## config.mk

```make
export PLATFORM = sky130hd
export DESIGN_NAME = sfifo_bridge_master
export DESIGN_NICKNAME = d
export VERILOG_FILES = /design/src/rtl/sfb_pkg.sv /design/src/rtl/sfb_arb.sv /design/src/rtl/sfb_burst_cnt.sv /design/src/rtl/sfifo_bridge_master.sv
export SDC_FILE = /design/constraint.sdc
export NUM_CORES = 1
export LEC_CHECK = 0
export ABC_AREA = 1
export BUFFER_PORTS_ARGS = -buffer_cell sky130_fd_sc_hd__buf_4
export CORE_MARGIN = 1.5
export CORE_UTILIZATION = 35
export DETAILED_ROUTE_END_ITERATION = 10
export PLACE_DENSITY = 0.73
export SYNTH_ARGS = -nofsm -noshare
export SYNTH_HDL_FRONTEND = slang
export SYNTH_SLANG_ARGS = --single-unit
```

## constraint.sdc

```tcl
create_clock -name clk -period 2.7 [get_ports clk]
set_clock_uncertainty 0.1 [all_clocks]
set_input_delay 0.27 -clock clk [delete_from_list [all_inputs] [get_ports clk]]
set_output_delay 0.27 -clock clk [all_outputs]
set_load 0.005 [all_outputs]
```

## src/rtl/sfb_pkg.sv

```systemverilog
package sfb_pkg;

  typedef enum logic [1:0] {
    ST_IDLE    = 2'd0,
    ST_RD_PRE  = 2'd1,
    ST_RD_XFER = 2'd2,
    ST_WR_XFER = 2'd3
  } sfb_state_e;

  // Read wins unless a write also waits and the previous burst was a read.
  function automatic logic pick_read(input logic rd_req, input logic wr_req,
                                     input logic last_was_rd);
    return rd_req && (!wr_req || !last_was_rd);
  endfunction

  // A burst closes when its flag or user side stalls, or on its final beat.
  function automatic logic burst_ends(input logic stalled, input logic fire,
                                      input logic last_beat);
    return stalled || (fire && last_beat);
  endfunction

endpackage

```

## src/rtl/sfb_arb.sv

```systemverilog
module sfb_arb
  import sfb_pkg::*;
(
  input  logic clk,
  input  logic rst_n,
  input  logic grant_en,
  input  logic rd_req,
  input  logic wr_req,
  output logic start_rd,
  output logic start_wr
);

  logic last_rd_q;
  logic want_rd;

  assign want_rd  = pick_read(rd_req, wr_req, last_rd_q);
  assign start_rd = grant_en && want_rd;
  assign start_wr = grant_en && wr_req && !want_rd;

  always_ff @(posedge clk or negedge rst_n) begin
    if (!rst_n)        last_rd_q <= 1'b0;
    else if (start_rd) last_rd_q <= 1'b1;
    else if (start_wr) last_rd_q <= 1'b0;
  end

endmodule

```

## src/rtl/sfb_burst_cnt.sv

```systemverilog
module sfb_burst_cnt #(
  parameter int BURST_MAX = 8
) (
  input  logic clk,
  input  logic rst_n,
  input  logic clr,
  input  logic inc,
  output logic last_beat
);

  localparam int CW = (BURST_MAX > 1) ? $clog2(BURST_MAX) : 1;
  localparam logic [CW-1:0] LAST = CW'(BURST_MAX - 1);

  logic [CW-1:0] cnt_q;

  assign last_beat = (cnt_q == LAST);

  always_ff @(posedge clk or negedge rst_n) begin
    if (!rst_n)   cnt_q <= '0;
    else if (clr) cnt_q <= '0;
    else if (inc) cnt_q <= cnt_q + 1'b1;
  end

endmodule

```

## src/rtl/sfifo_bridge_master.sv

```systemverilog
module sfifo_bridge_master
  import sfb_pkg::*;
#(
  parameter int DW        = 8,
  parameter int BURST_MAX = 8
) (
  input  logic          clk,
  input  logic          rst_n,
  input  logic [DW-1:0] bus_in,
  output logic [DW-1:0] bus_out,
  output logic          bus_drive,
  input  logic          avail_n,
  input  logic          space_n,
  output logic          rd_n,
  output logic          wr_n,
  output logic          oe_n,
  output logic [DW-1:0] rx_data,
  output logic          rx_valid,
  input  logic          rx_ready,
  input  logic [DW-1:0] tx_data,
  input  logic          tx_valid,
  output logic          tx_ready
);

  sfb_state_e state_q, state_d;

  // Named internal events, kept visible for the checker and for waveforms.
  logic in_pre, in_rd, in_wr, in_idle;
  logic rd_go, wr_go, rd_fire, wr_fire;
  logic rd_req, wr_req, start_rd, start_wr;
  logic last_beat;

  assign in_idle = (state_q == ST_IDLE);
  assign in_pre  = (state_q == ST_RD_PRE);
  assign in_rd   = (state_q == ST_RD_XFER);
  assign in_wr   = (state_q == ST_WR_XFER);

  assign rd_req = !avail_n && rx_ready;
  assign wr_req = !space_n && tx_valid;

  assign rd_go   = in_rd && rx_ready;
  assign rd_fire = rd_go && !avail_n;
  assign wr_go   = in_wr && tx_valid && !space_n;
  assign wr_fire = wr_go;

  assign rd_n      = !rd_go;
  assign oe_n      = !(in_pre || in_rd);
  assign wr_n      = !wr_go;
  assign bus_drive = in_wr;
  assign bus_out   = tx_data;
  assign tx_ready  = in_wr && !space_n;
  assign rx_data   = bus_in;
  assign rx_valid  = rd_fire;

  sfb_arb u_arb (
    .clk      (clk),
    .rst_n    (rst_n),
    .grant_en (in_idle),
    .rd_req   (rd_req),
    .wr_req   (wr_req),
    .start_rd (start_rd),
    .start_wr (start_wr)
  );

  sfb_burst_cnt #(.BURST_MAX(BURST_MAX)) u_cnt (
    .clk       (clk),
    .rst_n     (rst_n),
    .clr       (start_rd || start_wr),
    .inc       (rd_fire || wr_fire),
    .last_beat (last_beat)
  );

  always_comb begin
    state_d = state_q;
    unique case (state_q)
      ST_IDLE: begin
        if (start_rd)      state_d = ST_RD_PRE;
        else if (start_wr) state_d = ST_WR_XFER;
      end
      ST_RD_PRE:  state_d = ST_RD_XFER;
      ST_RD_XFER: if (burst_ends(avail_n || !rx_ready, rd_fire, last_beat))
                    state_d = ST_IDLE;
      ST_WR_XFER: if (burst_ends(space_n || !tx_valid, wr_fire, last_beat))
                    state_d = ST_IDLE;
      default:    state_d = ST_IDLE;
    endcase
  end

  always_ff @(posedge clk or negedge rst_n) begin
    if (!rst_n) state_q <= ST_IDLE;
    else        state_q <= state_d;
  end

endmodule

```

* Yosys cells after proc, flatten, opt, wreduce, memory -nomap -nowiden *
Cells that the tools add are included.

storage, ports and cells
  flip-flop bits (word level) = 6

cells by class
  $add $sub $neg = 1
  eq/ne operators = 7
  mux-type cells = 9
  reductions and logical operators = 35

operators by type and width
  operator                                                                 number
  1-bit logical AND                                                        13
  1-bit logical NOT                                                        10
  1-bit logical OR                                                         8
  2-bit two-way mux                                                        4
  2-bit case mux with 4 select lines                                       1
  3-bit two-way mux                                                        2
  2-bit == test, second input constant                                     2
  2-bit by 1-bit inequality test with 1-bit output, second input constant  2
  2-bit nonzero test                                                       2
  3-bit by 1-bit adder with 3-bit output, second input constant            1
  3-bit == test, second input constant                                     1
  3-bit inequality test, second input constant                             1
  3-bit AND reduction                                                      1
  2-bit by 1-bit == test with 1-bit output, second input constant          1
  2-bit logical NOT                                                        1
  1-bit two-way mux                                                        2

* Logic depth before layout (Yosys ltp) *
  depth in word-level cells = 10
  depth in mapped cells = 9
  depth with buffers taken out = 9

* Cells and area by module *
From an unflattened synthesis, not the netlist that was laid out.

unflattened totals
  cells, all modules = 79
  area, all modules = 591.8 µm²

modules (own cells, without submodules)
  module               times used  cells an instance  area each (µm²)
  sfifo_bridge_master  1           54                 386.6
  sfb_burst_cnt        1           17                 151.4
  sfb_arb              1           8                  53.8

* Worst setup path after synthesis *
Ideal clock, no wire load.

  path type = register to register
  start = register state_q[0]
  end = register state_q[0]
  library setup time = 0.126 ns
  arrival time = 1.075 ns
  required time = 2.474 ns
  path slack = 1.399 ns
  stages on the path, launching flop included = 9
  path buffers = 0
  period minus slack after synthesis = 1.301 ns
  path through = dfrtp_1 > inv_1 > ha_1 > nand3_1 > nand2_2 > nand2_2 > nand2_2 > nand2_1 > o21ai_0

on the way
  cells in the longest elaborated chain, start to end = 7
  elaborated cells on any way between the ends = 21
  classes of those cells = eq/ne (6); mux (2); reduce/logical (13)

ends and longest elaborated chain
  item                                                        RTL line                                                                         source
  start: declaration                                          sfifo_bridge_master.sv:25                                                        sfb_state_e state_q, state_d;
  start signal: assignment                                    sfifo_bridge_master.sv:91                                                        else state_q <= state_d;
  2-bit == test, on equally long branches                     sfifo_bridge_master.sv:36, sfifo_bridge_master.sv:75, sfifo_bridge_master.sv:35
  1-bit logical AND, on equally long branches                 sfifo_bridge_master.sv:43, sfifo_bridge_master.sv:41
  1-bit logical AND, on equally long branches                 sfifo_bridge_master.sv:43, sfifo_bridge_master.sv:42
  1-bit logical AND                                           sfb_pkg.sv:19                                                                    return stalled || (fire && last_beat);
  1-bit logical OR                                            sfb_pkg.sv:19
  2-bit by 1-bit inequality test with 1-bit output (no line)  n/a
  3-bit AND reduction (no line)                               n/a

Several ways; a longest one is shown, not always the timed one.
A chain may end at the register's enable or synchronous reset.

* Worst setup path in the final report *
  start = register state_q[0]
  end = output rx_valid

on the way
  cells in the longest elaborated chain, start to end = 3

ends and longest elaborated chain
  item               RTL line                   source
  2-bit == test      sfifo_bridge_master.sv:35  assign in_rd = (state_q == ST_RD_XFER);
  1-bit logical AND  sfifo_bridge_master.sv:41  assign rd_go = in_rd && rx_ready;
  1-bit logical AND  sfifo_bridge_master.sv:42  assign rd_fire = rd_go && !avail_n;
  end: declaration   sfifo_bridge_master.sv:18  output logic rx_valid,

No other way between the ends.

==> flow_summary_export.csv <==
group,metric,value,unit
routing,wl_per_cell,11.10,µm
critical_path,cp-end-kind,"output pin",
layout,area_growth,2.586,%
global_routing,track_usage,0.1261,
critical_path,cp_max_fo,4,
critical_path,start_kind,"flop",
critical_path,timing.rr.start,"state_q[0]$_DFFE_PN0P_",
routing,first_pass_iters,4,
clock_tree,clock_latency,0.25,ns
global_routing,grt_max_degree,7,
place,portBuffers,11,
yosys,synth_seq_cells,6,
yosys,async_reset_ff_frac,1.000,
yosys,avgSynthCellArea,7.349,µm²
die,die_area,1912,µm²
clock_tree,cts_resized,0,
clock_tree,cts.reportedPaths.clkPinSlew,0.05,ns
yosys,synth_top_area_frac,0.2586,
place,placed_cells,90,
yosys,yosysWarnings,0,
layout,ff_latch_area,150.1,µm²
timing,setup_violations,0,
routing,drc,0,
timing,period_share,0.6107,
place,dp_hpwl,865.2,µm
layout,final_nets,109,
yosys,synth_common_cells,"nand2_1, buf_4, inv_1, ha_1, dfrtp_1",
timing,max_slew_margin,0.8750,
global_routing,first_global_vias,422,
yosys,synth_compound_area_frac,0.02371,
layout,fin_cells,94,
layout,drive_gt1_frac,0.2564,
routing,via_per_inst,4.819,
critical_path,crit_start,"state_q[0]$_DFFE_PN0P_",
yosys,synth_flop_cell,"dfrtp_1",
timing,tns,0,ns
yosys,synth_top_cells_by_area,"dfrtp_1, buf_4, ha_1",
yosys,synth_simple_gate_area_share,0.2888,
routing,vias,453,
die,fp.dieW,43.73,µm
yosys,synth_top_cell_by_area,"dfrtp_1",
yosys,synth_seq_area_share,0.2586,
power,cellPowerDensity,860.8,nW/µm²
yosys,synth_edf_count,0,
yosys,ys_types,14,
die,pin_count,44,
layout,diodes,0,
run_status,status,"finished clean",
yosys,synth_top_family_by_area,"simple AND/OR/NAND/NOR gates",
timing,slew_violations,0,
critical_path,arrival,1.28,ns
yosys,muxShareOfSynthArea,0,
yosys,synth_adder_area_share,0.1509,
timing,hold_ws,0.2699,ns
routing,drt-total-wl,1043,µm
yosys,synth.cell_area,580.6,µm²
clock_tree,htreeDepth,1,
global_routing,grt_first_pass_wirelength,1662,µm
power,ir_drop,420.6,µV
clock_tree,cts_buffers,3,
run,cap_viol_max_count,0,
critical_path,critPathKind,"flop to output pin",
routing,antenna_left,0,
place,gp_congestion,0.8218,
timing,rsz0062_at_grt,"false",
yosys,synth_nets,108,
clock_tree,tritoncts,"yes",
routing,drt_iter0_drc,12,
clock_tree,cts-root-buf,"clkbuf_4",
timing,final.min_clock_period,1.649,ns
yosys,synth_xor_area_frac,0,
die,core_area,1524,µm²
yosys,postSynthCellCount,79,
timing,max_freq,0.6065,GHz
clock_tree,clock_path_buffers,2,
die,start_util,0.3810,
yosys,yosys.cell_count.top_type,"nand2_1",
global_routing,grt.overflow.total,0,
timing,worstMarginPinSlew,0.1876,ns
critical_path,critPathRequiredTime,2.33,ns
global_routing,antenna_found_initial,0,
die,fp.dieH,43.73,µm
die,rows,14,
power,p_leak,0.3585,nW
clock_tree,clkSinkCount,6,
timing,hold_viol_final,0,
hold_path,hold_path.class,"input port to async pin",
layout,nFillCells,166,
layout,multi_input_area,269.0,µm²
==> flip-flops by register name (all words and copies together) (netlist names) <==
register         flops
state_q              2
u_arb.last_rd_q      1
u_cnt.cnt_q          3
==> cells in the final DEF (no fill, tap or decap), types with 2 or more instances in the layout <==
cell	instances
dfrtp_1	6
nand2_1	22
nand4_1	2
inv_1	10
nand2_2	3
ha_1	7
nor2_1	3
clkbuf_4	3
nand3_1	5
buf_4	11
==> worst max-delay path, cell delays in order, from the launching register on <==
cell	delay, ns
dfrtp_1	0.40
inv_1	0.10
ha_1	0.24
nand3_1	0.12
inv_1	0.05
buf_4	0.13
==> worst paths after layout <==
check / endpoint / slack (ns) / cells past startpoint
setup / recovery: rx_valid / 1.05 / 5
setup reg to reg: state_q[1]$_DFFE_PN0P_ / 1.23 / 9
max in group asynchronous: u_cnt.cnt_q[0]$_DFFE_PN0P_ / 2.11 / 2
hold / removal: state_q[0]$_DFFE_PN0P_ / 0.27 / 2
min in group clk: u_arb.last_rd_q$_DFFE_PN0P_ / 0.32 / 5
hold reg to reg: u_cnt.cnt_q[1]$_DFFE_PN0P_ / 0.37 / 2
==> what timing repair did <==
action	CTS	global route
buffers inserted	0	0
hold buffers	1	0
hold endpoints to repair	6	0
==> stage by stage <==
step           cell area (µm²)  power [mW]    util  worst slack (ns)
6_report                 595.6      0.5127  0.3908             1.051
5_1_grt                  595.6      0.5756  0.3908            0.9237
4_1_cts                  595.6      0.5227  0.3908             1.038
3_5_place_dp             563.0      0.4324  0.3695             1.247
3_3_place_gp             563.0      0.4246  0.3695             1.270
2_1_floorplan            580.6      0.3539       -             1.399
==> area by class of cell <==
class | count | share of cell area
multi-input cells | 46 | 0.4517
flip-flops and latches | 6 | 0.2521
inverters | 11 | 0.06933
repair buffers | 12 | 0.1555
clock buffers | 3 | 0.03782
well taps | 16 | 0.03361
==> logic make-up after synthesis <==
family          Yosys count
compound gates            2
fa+ha+maj                 7
buf+inv                  27
flops                     6
simple gates             37
==> power by group <==
group	leakage, nW	internal [mW]	switching, mW
logic	0.267	0.122	0.151
registers	0.0777	0.128	0.0302
clock network	0.0138	0.0502	0.0316
total	0.358	0.300	0.212
==> per-layer routing <==
layer	track usage	wire length [µm]	vias up
li1	-	-	227
met1	0.1244	409	205
met5	0	0	-
met3	0.03750	78	6
met2	0.1912	521	15
met4	0.1515	34	0
(Power assumes the default switching activity.)
